$ cat src/rtl/fgt_pkg.sv
// Package: shared types, constants and mask builders for the fine-grained
// instruction trap checker. Assumes class code == governing control bit.
package fgt_pkg;

    localparam int CTL_W   = 64;
    localparam int USED_W  = 55;
    localparam int CODE_W  = 6;
    localparam int EC_W    = 6;

    localparam logic [EC_W-1:0] EC_NONE   = 6'h00;
    localparam logic [EC_W-1:0] EC_SVC64  = 6'h15;
    localparam logic [EC_W-1:0] EC_SVC32  = 6'h11;
    localparam logic [EC_W-1:0] EC_ERET   = 6'h1A;
    localparam logic [EC_W-1:0] EC_SYSREG = 6'h18;
    localparam logic [EC_W-1:0] EC_CP32   = 6'h03;

    typedef enum logic [2:0] {
        K_NONE,
        K_SVC_EL1,
        K_SVC_EL0,
        K_ERET,
        K_PRED,
        K_TLB,
        K_ADDR,
        K_CMO
    } op_kind_t;

    // Map a class code to the kind of operation it governs.
    function automatic op_kind_t kind_of(input logic [CODE_W-1:0] code);
        int unsigned c;
        c = int'(code);
        if (c == 54)                 return K_CMO;
        else if (c == 53)            return K_SVC_EL1;
        else if (c == 52)            return K_SVC_EL0;
        else if (c == 51)            return K_ERET;
        else if (c >= 48 && c <= 50) return K_PRED;
        else if (c >= 18 && c <= 47) return K_TLB;
        else if (c >= 12 && c <= 17) return K_ADDR;
        else if (c <= 11)            return K_CMO;
        return K_NONE;
    endfunction

    // Bits whose operations are also executable at EL0 (host-mode gated).
    function automatic logic [CTL_W-1:0] el0_scope_mask();
        logic [CTL_W-1:0] m;
        m = '0;
        m[54] = 1'b1;
        m[52] = 1'b1;
        for (int i = 48; i <= 50; i++) m[i] = 1'b1;
        for (int i = 8; i <= 11; i++)  m[i] = 1'b1;
        return m;
    endfunction

    // Bits that hold storage for the given feature set.
    function automatic logic [CTL_W-1:0] writable_mask(
        input bit specres, input bit range_tlb, input bit os_tlb,
        input bit pan2, input bit dpb2);
        logic [CTL_W-1:0] m;
        m = '0;
        for (int i = 0; i < USED_W; i++) m[i] = 1'b1;
        if (!specres)   for (int i = 48; i <= 50; i++) m[i] = 1'b0;
        if (!range_tlb) begin
            for (int i = 34; i <= 41; i++) m[i] = 1'b0;
            for (int i = 24; i <= 27; i++) m[i] = 1'b0;
        end
        if (!os_tlb)    for (int i = 18; i <= 27; i++) m[i] = 1'b0;
        if (!pan2)      for (int i = 16; i <= 17; i++) m[i] = 1'b0;
        if (!dpb2)      m[9] = 1'b0;
        return m;
    endfunction

endpackage

$ cat src/rtl/fgt_ctl_reg.sv
// Control register: one flop per writable bit, constant zero elsewhere.
// Assumes WMASK is an elaboration constant; absent bits cost no storage.
module fgt_ctl_reg
    import fgt_pkg::*;
#(
    parameter logic [CTL_W-1:0] WMASK = '1
) (
    input  logic             clk,
    input  logic             rst_n,
    input  logic             wr_en,
    input  logic [CTL_W-1:0] wr_data,
    output logic [CTL_W-1:0] ctl_q
);

    for (genvar i = 0; i < CTL_W; i++) begin : g_bit
        if (WMASK[i]) begin : g_store
            // Hold one writable control bit, cleared by reset.
            always_ff @(posedge clk) begin
                if (!rst_n)     ctl_q[i] <= 1'b0;
                else if (wr_en) ctl_q[i] <= wr_data[i];
            end
        end else begin : g_raz
            assign ctl_q[i] = 1'b0;
        end
    end

endmodule

$ cat src/rtl/fgt_gate.sv
// Trap gate: combines the selected control bit with the level, state,
// host-mode, nXS, EL2/EL3 enables and priority to give a trap decision.
// Purely combinational; assumes ctl_q already has read-as-zero bits cleared.
module fgt_gate
    import fgt_pkg::*;
#(
    parameter bit HAS_XS = 1'b1
) (
    input  logic [CTL_W-1:0]  ctl_q,
    input  logic [CODE_W-1:0] insn_class,
    input  logic              insn_nxs,
    input  logic [1:0]        cur_el,
    input  logic              cur_aa32,
    input  logic              el1_aa32,
    input  logic              el2_enabled,
    input  logic              el3_present,
    input  logic              el3_fgt_en,
    input  logic              host_e2h,
    input  logic              host_tge,
    input  logic              nxs_trap_ctl,
    input  logic              hi_prio_pending,
    output op_kind_t          kind,
    output logic              trap_now
);

    localparam logic [CTL_W-1:0] EL0_MASK = el0_scope_mask();

    logic base_ok, host_ok, at_el0, at_el1, scope_el0, bit_set, nxs_ok, allowed;

    // Decode the class and evaluate the common enables.
    always_comb begin
        kind      = kind_of(insn_class);
        bit_set   = ctl_q[insn_class];
        scope_el0 = EL0_MASK[insn_class];
        base_ok   = el2_enabled && (!el3_present || el3_fgt_en);
        host_ok   = !(host_e2h && host_tge);
        at_el0    = (cur_el == 2'd0);
        at_el1    = (cur_el == 2'd1);
        nxs_ok    = !insn_nxs || (HAS_XS && !nxs_trap_ctl);
    end

    // Per-kind condition on level, execution state and host mode.
    always_comb begin
        unique case (kind)
            K_SVC_EL1: allowed = at_el1 && !cur_aa32;
            K_SVC_EL0: allowed = at_el0 && !el1_aa32 && host_ok;
            K_ERET:    allowed = at_el1 && !cur_aa32;
            K_PRED:    allowed = host_ok && !el1_aa32 &&
                                 ((at_el1 && !cur_aa32) || at_el0);
            K_TLB:     allowed = at_el1 && !cur_aa32 && nxs_ok;
            K_ADDR:    allowed = at_el1 && !cur_aa32;
            K_CMO:     allowed = scope_el0 ?
                                 (host_ok && !cur_aa32 && (at_el0 || at_el1)) :
                                 (at_el1 && !cur_aa32);
            default:   allowed = 1'b0;
        endcase
    end

    // Final decision, suppressed by a higher-priority exception.
    always_comb trap_now = bit_set && base_ok && allowed && !hi_prio_pending;

endmodule

$ cat src/rtl/fgt_ec_sel.sv
// Syndrome selector: picks the exception-class code from the operation
// kind and the execution state. Assumes it is used only when trapping.
module fgt_ec_sel
    import fgt_pkg::*;
(
    input  op_kind_t        kind,
    input  logic            cur_aa32,
    output logic [EC_W-1:0] ec
);

    // Choose the exception class for the trapped operation.
    always_comb begin
        unique case (kind)
            K_SVC_EL1: ec = EC_SVC64;
            K_SVC_EL0: ec = cur_aa32 ? EC_SVC32 : EC_SVC64;
            K_ERET:    ec = EC_ERET;
            K_PRED:    ec = cur_aa32 ? EC_CP32 : EC_SYSREG;
            K_TLB,
            K_ADDR,
            K_CMO:     ec = EC_SYSREG;
            default:   ec = EC_NONE;
        endcase
    end

endmodule

$ cat src/rtl/fgt_trap_unit.sv
// Top: hypervisor fine-grained instruction trap checker. Holds the control
// register, judges each valid instruction and registers trap and syndrome.
// Assumes one instruction per cycle and feature presence fixed at build.
module fgt_trap_unit
    import fgt_pkg::*;
#(
    parameter bit HAS_SPECRES = 1'b1,
    parameter bit HAS_RANGE   = 1'b1,
    parameter bit HAS_OS      = 1'b0,
    parameter bit HAS_PAN2    = 1'b1,
    parameter bit HAS_DPB2    = 1'b0,
    parameter bit HAS_XS      = 1'b1
) (
    input  logic              clk,
    input  logic              rst_n,
    input  logic              wr_en,
    input  logic [63:0]       wr_data,
    output logic [63:0]       rd_data,
    input  logic              insn_valid,
    input  logic [5:0]        insn_class,
    input  logic              insn_nxs,
    input  logic [1:0]        cur_el,
    input  logic              cur_aa32,
    input  logic              el1_aa32,
    input  logic              el2_enabled,
    input  logic              el3_present,
    input  logic              el3_fgt_en,
    input  logic              host_e2h,
    input  logic              host_tge,
    input  logic              nxs_trap_ctl,
    input  logic              hi_prio_pending,
    output logic              trap_o,
    output logic [5:0]        syndrome_o
);

    localparam logic [CTL_W-1:0] WMASK =
        writable_mask(HAS_SPECRES, HAS_RANGE, HAS_OS, HAS_PAN2, HAS_DPB2);

    logic [CTL_W-1:0] ctl_q;
    op_kind_t         kind;
    logic             trap_now;
    logic [EC_W-1:0]  ec;
    logic             trap_q;
    logic [EC_W-1:0]  syn_q;

    fgt_ctl_reg #(.WMASK(WMASK)) u_reg (
        .clk     (clk),
        .rst_n   (rst_n),
        .wr_en   (wr_en),
        .wr_data (wr_data & WMASK),
        .ctl_q   (ctl_q)
    );

    fgt_gate #(.HAS_XS(HAS_XS)) u_gate (
        .ctl_q           (ctl_q),
        .insn_class      (insn_class),
        .insn_nxs        (insn_nxs),
        .cur_el          (cur_el),
        .cur_aa32        (cur_aa32),
        .el1_aa32        (el1_aa32),
        .el2_enabled     (el2_enabled),
        .el3_present     (el3_present),
        .el3_fgt_en      (el3_fgt_en),
        .host_e2h        (host_e2h),
        .host_tge        (host_tge),
        .nxs_trap_ctl    (nxs_trap_ctl),
        .hi_prio_pending (hi_prio_pending),
        .kind            (kind),
        .trap_now        (trap_now)
    );

    fgt_ec_sel u_ec (
        .kind     (kind),
        .cur_aa32 (cur_aa32),
        .ec       (ec)
    );

    // Register the decision for the instruction presented this cycle.
    always_ff @(posedge clk) begin
        if (!rst_n) begin
            trap_q <= 1'b0;
            syn_q  <= EC_NONE;
        end else begin
            trap_q <= insn_valid && trap_now;
            syn_q  <= (insn_valid && trap_now) ? ec : EC_NONE;
        end
    end

    assign rd_data    = ctl_q & WMASK;
    assign trap_o     = trap_q;
    assign syndrome_o = syn_q;

endmodule

$ cat config.mk
export PLATFORM = sky130hd
export DESIGN_NAME = fgt_trap_unit
export DESIGN_NICKNAME = d
export VERILOG_FILES = /design/src/rtl/fgt_pkg.sv /design/src/rtl/fgt_ctl_reg.sv /design/src/rtl/fgt_gate.sv /design/src/rtl/fgt_ec_sel.sv /design/src/rtl/fgt_trap_unit.sv
export SDC_FILE = /design/constraint.sdc
export NUM_CORES = 1
export LEC_CHECK = 0
export ABC_AREA = 1
export BUFFER_PORTS_ARGS = -buffer_cell sky130_fd_sc_hd__buf_2
export CORE_ASPECT_RATIO = 0.5
export CORE_MARGIN = 1
export CORE_UTILIZATION = 45
export CTS_BUF_LIST = sky130_fd_sc_hd__clkbuf_4 sky130_fd_sc_hd__clkbuf_8
export CTS_CLUSTER_SIZE = 10
export DETAILED_ROUTE_END_ITERATION = 10
export PLACE_DENSITY = 0.92
export SLEW_MARGIN = 10
export SYNTH_ARGS = -nofsm -noshare
export SYNTH_HDL_FRONTEND = slang
export SYNTH_SLANG_ARGS = --single-unit
$ cat constraint.sdc
create_clock -name clk -period 1.7 [get_ports clk]
set_clock_uncertainty 0.2 [all_clocks]
set_input_delay 0.255 -clock clk [delete_from_list [all_inputs] [get_ports clk]]
set_output_delay 0.255 -clock clk [all_outputs]
set_load 0.02 [all_outputs]
==> impl_metrics.xml, run 1 <==
<?xml version="1.0" encoding="UTF-8"?>
<metrics>
  <group name="floorplan">
    <metric name="die_x" unit="microns">110</metric>
    <metric name="top_level_ports" unit="">157</metric>
    <metric name="die-height" unit="microns">56.2</metric>
    <metric name="placeableCoreArea" unit="sq um">5560</metric>
    <metric name="die-area" unit="sq um">6200</metric>
    <metric name="initial_cell_density_of_the_core" unit="%">47.5</metric>
    <metric name="std_cell_rows" unit="">19</metric>
  </group>
  <group name="critical_path">
    <metric name="timing.setup.critical_path_class" unit="">input pin to flop</metric>
    <metric name="crit_path_max_incr_delay" unit="ns">0.22</metric>
    <metric name="worstPathRequired" unit="ns">1.70</metric>
    <metric name="critical_path.most_common_cell" unit="">nand2_1</metric>
    <metric name="critical_path.slowest_cell" unit="">buf_2</metric>
    <metric name="path_delay_family" unit="">simple AND/OR/NAND/NOR gates</metric>
    <metric name="startpoint_type" unit="">input pin</metric>
    <metric name="critical_path_cell_list" unit="">buf_2, inv_2, buf_4, nand2_1, nand2_1, nand2_1, nand2_1, nand2_1, nand3_1, nand2_1, inv_2, nor2_2, a21oi_2, nand2_2, nor2_1</metric>
    <metric name="crit_fanout" unit="">6</metric>
    <metric name="arrival" unit="ns">1.68</metric>
    <metric name="timing.critical_path.to_type" unit="">flop</metric>
    <metric name="cp.buffers_inverters" unit="">4</metric>
  </group>
  <group name="power_and_ir_drop">
    <metric name="cell_internal_pwr" unit="mW">1.82</metric>
    <metric name="power_switching_share" unit="%">32.8</metric>
    <metric name="power.share.clock" unit="%">25.5</metric>
    <metric name="share_comb_of_total_power" unit="%">26.6</metric>
    <metric name="power.sequential.fraction" unit="%">47.9</metric>
    <metric name="largest_vdd_supply_drop" unit="uV">395</metric>
    <metric name="total_leakage_power" unit="nW">2.06</metric>
    <metric name="switching_power" unit="mW">0.889</metric>
    <metric name="power_density" unit="nW/um^2">716</metric>
  </group>
  <group name="synthesis">
    <metric name="synth_area_leader_cell" unit="">dfxtp_1</metric>
    <metric name="seq_area_frac_synth" unit="%">37.9</metric>
    <metric name="ys_ff_latch" unit="">50</metric>
    <metric name="synthDistinctLibCells" unit="">20</metric>
    <metric name="syn_avg_cell_area" unit="sq um">6.28</metric>
    <metric name="synth.area.top_cells" unit="">dfxtp_1, nand2_1, nor2_1</metric>
    <metric name="syn_area" unit="sq um">2640</metric>
    <metric name="syn_inst" unit="">421</metric>
    <metric name="synth.top_cell.area_share" unit="%">37.9</metric>
    <metric name="yosysWarnings" unit="">0</metric>
  </group>
  <group name="cells_and_area">
    <metric name="final_core_util" unit="%">68.1</metric>
    <metric name="fin_nets" unit="">667</metric>
    <metric name="flow.area_growth_from_synthesis" unit="%">43.3</metric>
    <metric name="layout_commonest_cell" unit="">buf_2</metric>
    <metric name="multi_input_area" unit="sq um">1360</metric>
    <metric name="drive_above_1_share" unit="%">31.2</metric>
    <metric name="seq_area" unit="sq um">1010</metric>
    <metric name="fill_cell_total_of_the_finished_layout" unit="">415</metric>
    <metric name="antenna_cells_inserted" unit="">0</metric>
    <metric name="finalNonFillerCells" unit="">654</metric>
    <metric name="mostFrequentLayoutCells" unit="">buf_2, nand2_1, nor2_1, o21ai_0, dfxtp_1</metric>
  </group>
  <group name="placement">
    <metric name="number_of_placed_cells_counting_well_taps" unit="">619</metric>
    <metric name="hpwl_dp" unit="mm">5.30</metric>
    <metric name="gp_routability_congestion" unit="">0.889</metric>
    <metric name="place_ws" unit="ns">-0.183</metric>
    <metric name="io_buffers" unit="">115</metric>
  </group>
  <group name="outcome">
    <metric name="failed_checks" unit="">negative hold slack</metric>
    <metric name="outcome" unit="">finished with violations</metric>
  </group>
  <group name="timing">
    <metric name="fin_ws" unit="ns">0.0196</metric>
    <metric name="final-setup-viol-count" unit="">0</metric>
    <metric name="timing.final.max_slew_violations" unit="">0</metric>
    <metric name="hold_viol_final" unit="">2</metric>
    <metric name="fmax" unit="MHz">595</metric>
    <metric name="fin_crit" unit="ns">1.68</metric>
    <metric name="final.period_utilization" unit="%">98.8</metric>
    <metric name="timing.hold.ws" unit="ns">-0.00200</metric>
    <metric name="grt_setup_unrepaired" unit="">yes</metric>
  </group>
  <group name="clock_tree">
    <metric name="cts_buffer_depth" unit="">2</metric>
    <metric name="tritoncts" unit="">yes</metric>
    <metric name="cts_root_buf" unit="">clkbuf_8</metric>
    <metric name="worst_setup_hold_path_clk_slew" unit="ns">0.09</metric>
    <metric name="numClockSinks" unit="">50</metric>
    <metric name="ctsHtreeMaxLevel" unit="">2</metric>
    <metric name="worstSkewPairLatency" unit="ns">0.31</metric>
    <metric name="cts_made_buffers" unit="">5</metric>
  </group>
  <group name="global_route">
    <metric name="global_route_wire_length_before_repair" unit="mm">14.0</metric>
    <metric name="antenna_found_initial" unit="">0</metric>
    <metric name="track_usage" unit="%">27.7</metric>
    <metric name="grt_max_degree" unit="">60</metric>
    <metric name="first_global_vias" unit="">3049</metric>
    <metric name="grt_overflow" unit="">0</metric>
  </group>
  <group name="detailed_routing">
    <metric name="first_iter_violations" unit="">405</metric>
    <metric name="route.vias.total" unit="">3428</metric>
    <metric name="wl_per_cell" unit="microns">13.8</metric>
    <metric name="finalWirelength" unit="mm">9.02</metric>
    <metric name="detail_route.first_pass.iterations" unit="">6</metric>
    <metric name="postRouteAntennaNets" unit="">0</metric>
    <metric name="drc_errors" unit="">0</metric>
    <metric name="vias_per_cell" unit="">5.24</metric>
  </group>
  <group name="min_path">
    <metric name="min-delay-path-class" unit="">input pin to flop</metric>
  </group>
  <group name="run">
    <metric name="cap_viol_max_count" unit="">0</metric>
  </group>
</metrics>
power groups by stage:
stage | clock, mW | combinational, mW | sequential [mW]
floorplan | 0 | 0.319 | 1.40
global placement | 0 | 0.609 | 1.31
detailed placement | 0 | 0.617 | 1.32
CTS | 0.694 | 0.668 | 1.29
global route | 0.748 | 0.785 | 1.31
finish | 0.693 | 0.720 | 1.30
path summary, 6_finish.rpt:
path             startpoint               to  slack [ns]  depth (start not counted)
max           insn_class[0]    syndrome_o[3]        0.02                         15
min             wr_data[53]  u_reg.ctl_q[53]      -0.002                          3
max reg2reg  u_reg.ctl_q[0]    syndrome_o[3]        0.04                         12
min reg2reg  u_reg.ctl_q[0]   u_reg.ctl_q[0]        0.27                          2
synthesized netlist by cell type, drive strengths merged:
master	n
nand2	94
nor2	91
o21ai	54
dfxtp	50
inv	44
buf	24
a21oi	22
nand3	20
clkbuf	13
nand4	3
o22ai	2
conb	1
nor3	1
nor3b	1
o211ai	1
worst min-delay path: cells and delay by family:
kind	cells	cell delay, ns
buffers and inverters	1	0.08
AND/OR/NAND/NOR	2	0.14
logic make-up after synthesis:
group / after synthesis / synth area share (%)
DFF: 50 / 37.9
AOI/OAI and AO/OA: 79 / 15.3
buffers and inverters: 81 / 15.2
other: 1 / 0.142
and+or+nand+nor: 210 / 31.5
per-layer routing:
metal	track usage [%]	wire, microns
met4	12.4	483
met1	34.8	3480
met5	0	0
met3	5.77	914
met2	46.1	4140
registers in the layout, summed over array words and instances (netlist names):
name	cells
syndrome_o	5
trap_o	1
u_reg.ctl_q	44
stage by stage:
| step | area (sq um) | power, mW | hold slack (ns) | TNS [ns] |
|---|---|---|---|---|
| 6_report | 3790 | 2.71 | -0.00200 | 0 |
| 5_1_grt | 3790 | 2.84 | 0.00794 | -0.412 |
| 4_1_cts | 3720 | 2.65 | 0.00299 | 0 |
| 3_5_place_dp | 3360 | 1.94 | 0.261 | -1.06 |
| 3_3_place_gp | 3360 | 1.92 | 0.256 | -0.775 |
| 2_1_floorplan | 2720 | 1.72 | 0.190 | 0 |
area by class of cell:
type / count / share of cell area (%)
multi-input combinational: 310 / 35.8
timing repair buffer: 170 / 28.5
sequential: 50 / 26.7
inverter: 44 / 4.36
tap: 73 / 2.41
clock buffer: 6 / 2.01
clock inverter: 1 / 0.198
what timing repair did:
item / CTS / global route
endpoints found under the hold margin: 27 / 0
hold buffers: 27 / 0
endpoints found under the setup margin: 0 / 6
resized for setup: 0 / 35
buffers inserted: 0 / 1
Power figures use the tool's default switching activity.
==> run 2, diff against run 1 <==
Settings changed: CORE_ASPECT_RATIO 0.5 to 0.8, MAX_ROUTING_LAYER set to met4.
==> run 2 against run 1 <==
Against the previous run:
- the run now ends clean
- register-to-register slack improved by 0.05 ns
- final area increased by 1.3%
- wire length decreased by 4.9%
- sequential share of layout area decreased by 0.59 points
- via count decreased by 5.0%
- critical endpoint is now syndrome_o[2]
==> impl_metrics.xml, run 2 (synthesis results as in run 1) <==
<?xml version="1.0" encoding="UTF-8"?>
<metrics>
  <group name="clock_tree">
    <metric name="cts_root_buf" unit="">clkbuf_8</metric>
    <metric name="cts_buffer_depth" unit="">2</metric>
    <metric name="ctsHtreeMaxLevel" unit="">2</metric>
    <metric name="numClockSinks" unit="">50</metric>
    <metric name="cts_made_buffers" unit="">5</metric>
    <metric name="worst_setup_hold_path_clk_slew" unit="ns">0.09</metric>
    <metric name="worstSkewPairLatency" unit="ns">0.31</metric>
    <metric name="cts.repair_timing.setup_buffer_count" unit="">0</metric>
    <metric name="tritoncts" unit="">yes</metric>
  </group>
  <group name="power_and_ir_drop">
    <metric name="power.sequential.fraction" unit="%">47.0</metric>
    <metric name="power_switching_share" unit="%">32.5</metric>
    <metric name="power_density" unit="nW/um^2">719</metric>
    <metric name="share_comb_of_total_power" unit="%">25.7</metric>
    <metric name="switching_power" unit="mW">0.896</metric>
    <metric name="largest_vdd_supply_drop" unit="uV">521</metric>
    <metric name="post-layout-total-power" unit="mW">2.76</metric>
    <metric name="cell_internal_pwr" unit="mW">1.86</metric>
    <metric name="total_leakage_power" unit="nW">2.09</metric>
    <metric name="power.share.clock" unit="%">27.3</metric>
  </group>
  <group name="critical_path">
    <metric name="critical_path.most_common_cell" unit="">nand2_1</metric>
    <metric name="worstPathRequired" unit="ns">1.75</metric>
    <metric name="crit_path_max_incr_delay" unit="ns">0.34</metric>
    <metric name="timing.setup.critical_path_class" unit="">flop to flop</metric>
    <metric name="startpoint_type" unit="">flop</metric>
    <metric name="timing.critical_path.to_type" unit="">flop</metric>
    <metric name="crit_fanout" unit="">6</metric>
    <metric name="arrival" unit="ns">1.65</metric>
    <metric name="critical_path.slowest_cell" unit="">dfxtp_1</metric>
    <metric name="critical_path_cell_list" unit="">inv_1, o21ai_0, nand2_1, nand2_1, nand2_1, nand2_1, nand2_1, nand2_1, nor2_1, a21oi_2, nand2_2, nor2_1</metric>
  </group>
  <group name="detailed_routing">
    <metric name="first_iter_violations" unit="">249</metric>
    <metric name="postRouteAntennaNets" unit="">0</metric>
    <metric name="finalWirelength" unit="mm">8.58</metric>
    <metric name="wl_per_cell" unit="microns">12.9</metric>
    <metric name="detail_route.first_pass.iterations" unit="">5</metric>
    <metric name="route.vias.total" unit="">3258</metric>
    <metric name="drc_errors" unit="">0</metric>
    <metric name="vias_per_cell" unit="">4.90</metric>
  </group>
  <group name="timing">
    <metric name="fmax" unit="MHz">622</metric>
    <metric name="final.period_utilization" unit="%">94.6</metric>
    <metric name="fin_ws" unit="ns">0.0920</metric>
    <metric name="fin_crit" unit="ns">1.61</metric>
    <metric name="final-setup-viol-count" unit="">0</metric>
    <metric name="timing.hold.ws" unit="ns">0.0131</metric>
    <metric name="hold_viol_final" unit="">0</metric>
    <metric name="timing.final.max_slew_violations" unit="">0</metric>
    <metric name="grt_setup_unrepaired" unit="">yes</metric>
  </group>
  <group name="floorplan">
    <metric name="initial_cell_density_of_the_core" unit="%">47.6</metric>
    <metric name="top_level_ports" unit="">157</metric>
    <metric name="die-area" unit="sq um">6190</metric>
    <metric name="die_x" unit="microns">87.7</metric>
    <metric name="std_cell_rows" unit="">24</metric>
    <metric name="die-height" unit="microns">70.6</metric>
    <metric name="placeableCoreArea" unit="sq um">5560</metric>
  </group>
  <group name="cells_and_area">
    <metric name="drive_above_1_share" unit="%">29.5</metric>
    <metric name="flow.area_growth_from_synthesis" unit="%">45.1</metric>
    <metric name="fill_cell_total_of_the_finished_layout" unit="">475</metric>
    <metric name="fin_nets" unit="">672</metric>
    <metric name="fin_area" unit="sq um">3840</metric>
    <metric name="finalNonFillerCells" unit="">665</metric>
    <metric name="largest_register_ff_count" unit="">44</metric>
    <metric name="largest-register" unit="">u_reg.ctl_q</metric>
    <metric name="mostFrequentLayoutCells" unit="">buf_2, nand2_1, nor2_1, o21ai_0, dfxtp_1</metric>
    <metric name="layout_commonest_cell" unit="">buf_2</metric>
    <metric name="antenna_cells_inserted" unit="">0</metric>
  </group>
  <group name="outcome">
    <metric name="outcome" unit="">finished clean</metric>
  </group>
  <group name="placement">
    <metric name="hpwl_dp" unit="mm">5.71</metric>
    <metric name="io_buffers" unit="">115</metric>
    <metric name="gp_routability_congestion" unit="">0.945</metric>
    <metric name="detailed_place.area" unit="sq um">3420</metric>
    <metric name="number_of_placed_cells_counting_well_taps" unit="">630</metric>
    <metric name="place_ws" unit="ns">-0.216</metric>
  </group>
  <group name="global_route">
    <metric name="global_route_wire_length_before_repair" unit="mm">13.5</metric>
    <metric name="track_usage" unit="%">28.9</metric>
    <metric name="grt_overflow" unit="">0</metric>
    <metric name="antenna_found_initial" unit="">0</metric>
    <metric name="grt_max_degree" unit="">60</metric>
    <metric name="first_global_vias" unit="">2947</metric>
  </group>
  <group name="min_path">
    <metric name="min-delay-path-class" unit="">input pin to flop</metric>
  </group>
  <group name="run">
    <metric name="cap_viol_max_count" unit="">0</metric>
  </group>
</metrics>
-- run 2: repair_timing --
| item | CTS | global route |
|---|---|---|
| setup endpoints to repair | 0 | 6 |
| endpoints found under the hold margin | 27 | 0 |
| resized for setup | 0 | 17 |
| hold buffers | 27 | 0 |
-- run 2: cell type report --
class	count	area, sq um	share of cell area (%)
multi-input cells	310	1360	35.3
flip-flops and latches	50	1000	26.1
inverters	44	165	4.31
well taps	78	97.6	2.54
clock buffers	6	82.6	2.15
clock inverters	2	17.5	0.457
repair buffers	175	1120	29.1
-- run 2: per-layer routing --
metal  vias to the layer above  part of all wire, %  GRT usage, %
li1                       1609                    -             -
met1                      1479                   43          34.9
met2                       157                   49          48.7
met3                        13                  6.4          4.90
met4                         0                  1.6          9.84
met5                         -                    0             -
-- run 2: worst paths after layout --
path | startpoint | endpoint | slack, ns | depth (start not counted)
max | u_reg.ctl_q[12] | syndrome_o[2] | 0.09 | 12
min | wr_data[36] | u_reg.ctl_q[36] | 0.01 | 3
max reg2reg | u_reg.ctl_q[12] | syndrome_o[2] | 0.09 | 12
min reg2reg | u_reg.ctl_q[6] | u_reg.ctl_q[6] | 0.28 | 2
-- run 2: critical path, delay by kind of cell, from the launching register on --
kind                   cells  cell delay, ns
AOI/OAI and AO/OA          2            0.31
and+or+nand+nor            9            0.62
buffers and inverters      1            0.07
DFF                        1            0.34
-- run 2: through the flow --
| step | setup TNS [ns] | util (%) |
|---|---|---|
| after floorplan | 0 | - |
| after global placement | -0.915 | 61.5 |
| after detailed placement | -1.18 | 61.5 |
| after CTS | 0 | 68.2 |
| after global routing | -0.0434 | 69.1 |
| final | 0 | 69.1 |
-- run 2: power groups by stage --
stage	clock network [mW]	registers, mW	logic (mW)
detailed placement	0	1.32	0.629
global placement	0	1.32	0.615
global route	0.816	1.30	0.778
floorplan	0	1.40	0.319
CTS	0.769	1.29	0.679
finish	0.753	1.30	0.707
==> run 3, diff against run 2 <==
Settings changed: ABC_AREA 1 to unset, CORE_UTILIZATION 45 to 46, PLACE_DENSITY 0.92 to 0.91.
==> run 3 against run 2 <==
Against the previous run:
- the run now ends with negative hold slack, negative setup slack left
- via count is 16% lower
- flip-flop and latch count stayed put
- final area is 6.5% higher
- non-clock buffer count is 18 higher
- critical path depth is 6 lower
- utilization is 0.34 points lower
- critical path type unchanged
- critical endpoint is now syndrome_o[4]
==> impl_metrics.xml, run 3 <==
<?xml version="1.0" encoding="UTF-8"?>
<metrics>
  <group name="outcome">
    <metric name="outcome" unit="">finished with violations</metric>
    <metric name="failed_checks" unit="">negative hold slack, negative setup slack</metric>
  </group>
  <group name="power_and_ir_drop">
    <metric name="total_leakage_power" unit="nW">2.10</metric>
    <metric name="power_density" unit="nW/um^2">716</metric>
    <metric name="largest_vdd_supply_drop" unit="uV">460</metric>
  </group>
  <group name="critical_path">
    <metric name="worst-r2r-setup-slack" unit="ns">-0.46</metric>
    <metric name="critical_path_cell_list" unit="">mux4_2, mux2_4, a2111oi_4, a2111o_1, a32oi_4, and2b_1</metric>
    <metric name="worstPathRequired" unit="ns">1.72</metric>
    <metric name="arrival" unit="ns">2.17</metric>
    <metric name="critical_path.slowest_cell" unit="">mux4_2</metric>
    <metric name="worst_r2r_endpoint" unit="">syndrome_o[4]</metric>
    <metric name="startpoint_type" unit="">flop</metric>
    <metric name="timing.setup.critical_path_class" unit="">flop to flop</metric>
    <metric name="cp.buffers_inverters" unit="">0</metric>
    <metric name="worstRegToRegCells" unit="">6</metric>
    <metric name="timing.rr.start" unit="">u_reg.ctl_q[43]</metric>
    <metric name="path_delay_family" unit="">multiplexers</metric>
    <metric name="timing.critical_path.to_type" unit="">flop</metric>
    <metric name="crit_fanout" unit="">6</metric>
    <metric name="crit_path_max_incr_delay" unit="ns">0.45</metric>
  </group>
  <group name="cells_and_area">
    <metric name="final_core_util" unit="%">68.7</metric>
    <metric name="drive_above_1_share" unit="%">45.8</metric>
    <metric name="antenna_cells_inserted" unit="">0</metric>
    <metric name="mostFrequentLayoutCells" unit="">buf_2, buf_4, mux2i_1, dfxtp_1, nor2b_1</metric>
    <metric name="largest_register_ff_count" unit="">44</metric>
    <metric name="largest-register" unit="">u_reg.ctl_q</metric>
    <metric name="fin_nets" unit="">548</metric>
    <metric name="layout_commonest_cell" unit="">buf_2</metric>
    <metric name="flow.area_growth_from_synthesis" unit="%">43.9</metric>
  </group>
  <group name="global_route">
    <metric name="grt_max_degree" unit="">45</metric>
    <metric name="track_usage" unit="%">25.8</metric>
    <metric name="global_route_wire_length_before_repair" unit="mm">12.7</metric>
    <metric name="grt_overflow" unit="">0</metric>
    <metric name="first_global_vias" unit="">2673</metric>
    <metric name="antenna_found_initial" unit="">0</metric>
  </group>
  <group name="timing">
    <metric name="fin_crit" unit="ns">2.16</metric>
    <metric name="hold_viol_final" unit="">1</metric>
    <metric name="final.period_utilization" unit="%">127</metric>
    <metric name="fin_ws" unit="ns">-0.455</metric>
    <metric name="fmax" unit="MHz">464</metric>
    <metric name="grt_setup_unrepaired" unit="">yes</metric>
    <metric name="timing.hold.ws" unit="ns">-0.000297</metric>
    <metric name="timing.final.max_slew_violations" unit="">0</metric>
    <metric name="final-setup-viol-count" unit="">6</metric>
  </group>
  <group name="synthesis">
    <metric name="seq_area_frac_synth" unit="%">35.3</metric>
    <metric name="synth_xor_area_share" unit="%">0</metric>
    <metric name="synth_async_reset_ratio" unit="%">0</metric>
    <metric name="syn_area" unit="sq um">2840</metric>
    <metric name="synth_top_family_by_area" unit="">multiplexers</metric>
    <metric name="library_cell_with_the_highest_instance_count_after_synthesis" unit="">dfxtp_1</metric>
    <metric name="synth_enable_flop_cells" unit="">0</metric>
    <metric name="ys_ff_latch" unit="">50</metric>
    <metric name="synth_area_leader_cell" unit="">dfxtp_1</metric>
    <metric name="yosys_most_used_dff" unit="">dfxtp_1</metric>
    <metric name="synth.top_cell.area_share" unit="%">35.3</metric>
    <metric name="syn_inst" unit="">284</metric>
    <metric name="synthDistinctLibCells" unit="">50</metric>
    <metric name="yosysWarnings" unit="">0</metric>
    <metric name="post_synth_and_or_nand_nor_area_fraction" unit="%">17.8</metric>
    <metric name="yosys-top-cells-count" unit="">dfxtp_1, mux2i_1, nor2b_1</metric>
    <metric name="synth_compound_area_share" unit="%">11.3</metric>
    <metric name="synth.area.top_cells" unit="">dfxtp_1, mux2i_1, nor2b_1</metric>
    <metric name="post_synth_mux_area_share" unit="%">25.2</metric>
    <metric name="syn_avg_cell_area" unit="sq um">10.0</metric>
    <metric name="post_synth_adder_cell_area" unit="%">0</metric>
  </group>
  <group name="floorplan">
    <metric name="top_level_ports" unit="">157</metric>
    <metric name="std_cell_rows" unit="">25</metric>
    <metric name="initial_cell_density_of_the_core" unit="%">47.8</metric>
    <metric name="die-area" unit="sq um">6490</metric>
    <metric name="die_x" unit="microns">89.8</metric>
    <metric name="die-height" unit="microns">72.3</metric>
    <metric name="placeableCoreArea" unit="sq um">5940</metric>
  </group>
  <group name="clock_tree">
    <metric name="cts_buffer_depth" unit="">2</metric>
    <metric name="cts_made_buffers" unit="">5</metric>
    <metric name="cts_root_buf" unit="">clkbuf_8</metric>
    <metric name="ctsHtreeMaxLevel" unit="">2</metric>
    <metric name="worstSkewPairLatency" unit="ns">0.32</metric>
    <metric name="tritoncts" unit="">yes</metric>
    <metric name="worst_setup_hold_path_clk_slew" unit="ns">0.10</metric>
    <metric name="numClockSinks" unit="">50</metric>
  </group>
  <group name="detailed_routing">
    <metric name="vias_per_cell" unit="">5.02</metric>
    <metric name="first_iter_violations" unit="">169</metric>
    <metric name="route.vias.total" unit="">2732</metric>
    <metric name="drc_errors" unit="">0</metric>
    <metric name="wl_per_cell" unit="microns">14.8</metric>
    <metric name="finalWirelength" unit="mm">8.04</metric>
    <metric name="detail_route.first_pass.iterations" unit="">5</metric>
    <metric name="postRouteAntennaNets" unit="">0</metric>
  </group>
  <group name="min_path">
    <metric name="timing.hold.worst_endpoint" unit="">u_reg.ctl_q[46]</metric>
    <metric name="worst_hold_startpoint" unit="">wr_data[46]</metric>
    <metric name="timing.hold.worst_path_depth" unit="">3</metric>
    <metric name="min-delay-path-class" unit="">input pin to flop</metric>
  </group>
  <group name="placement">
    <metric name="io_buffers" unit="">115</metric>
    <metric name="gp_routability_congestion" unit="">0.977</metric>
    <metric name="hpwl_dp" unit="mm">6.04</metric>
  </group>
  <group name="run">
    <metric name="cap_viol_max_count" unit="">0</metric>
  </group>
</metrics>
[run 3: timing repair]
item,CTS,global route
resized for setup,3,3
pin swaps,2,2
endpoints found under the hold margin,4,1
hold buffers,4,1
endpoints found under the setup margin,6,6
buffers inserted,1,0
[run 3: how the worst max path moves through the flow]
stage                          from            end  slack, ns  cells past startpoint
finish              u_reg.ctl_q[43]  syndrome_o[4]      -0.46                      6
floorplan             insn_class[0]  syndrome_o[4]      -0.41                      7
detailed placement    insn_class[0]  syndrome_o[2]      -0.72                      8
global placement      insn_class[0]  syndrome_o[4]      -0.60                      7
CTS                 u_reg.ctl_q[43]  syndrome_o[4]      -0.46                      6
global route        u_reg.ctl_q[47]  syndrome_o[4]      -0.53                      6
[run 3: routing by layer]
metal	share of wire [%]	up-vias	track usage, %
li1	-	1323	-
met5	0	-	-
met3	5.9	17	5.77
met4	2.0	0	9.84
met2	50	125	45.3
met1	42	1267	29.1
[run 3: cells by family (layout without fill, tap and decap cells)]
family,after synthesis,in the layout
and+or+nand+nor,85,85
AOI/OAI and AO/OA,40,40
other,1,21
DFF,50,50
buffers and inverters,48,207
muxes,60,60
[run 3: final cells by class]
class | instances | area, sq um
clock buffers | 6 | 82.6
fillers | 454 | 1860
clock inverters | 2 | 38.8
flip-flops and latches | 50 | 1000
multi-input cells | 206 | 1620
well taps | 81 | 101
inverters | 6 | 22.5
repair buffers | 193 | 1210
[run 3: worst register-to-register path: stages, from the launching register on]
cell	delay, ns
dfxtp_2	0.33
mux4_2	0.46
mux2_4	0.28
a2111oi_4	0.30
a2111o_1	0.20
a32oi_4	0.09
and2b_1	0.20
[run 3: through the flow]
stage | instance area (sq um) | cells | worst slack, ns | TNS, ns | power, mW
after floorplan | 2920 | 304 | -0.413 | -2.18 | 1.74
after global placement | 3900 | 530 | -0.597 | -3.37 | 2.00
after detailed placement | 3900 | 530 | -0.716 | -3.98 | 2.03
after CTS | 4080 | 543 | -0.464 | -2.50 | 2.92
after global routing | 4080 | 544 | -0.527 | -2.88 | 3.05
final | 4080 | 544 | -0.455 | -2.44 | 2.92
[run 3: power by group]
group | internal [mW] | switching [mW] | total, mW
registers | 1.23 | 0.0360 | 1.27
clock network | 0.484 | 0.413 | 0.898
logic | 0.370 | 0.388 | 0.757
total | 2.09 | 0.837 | 2.92
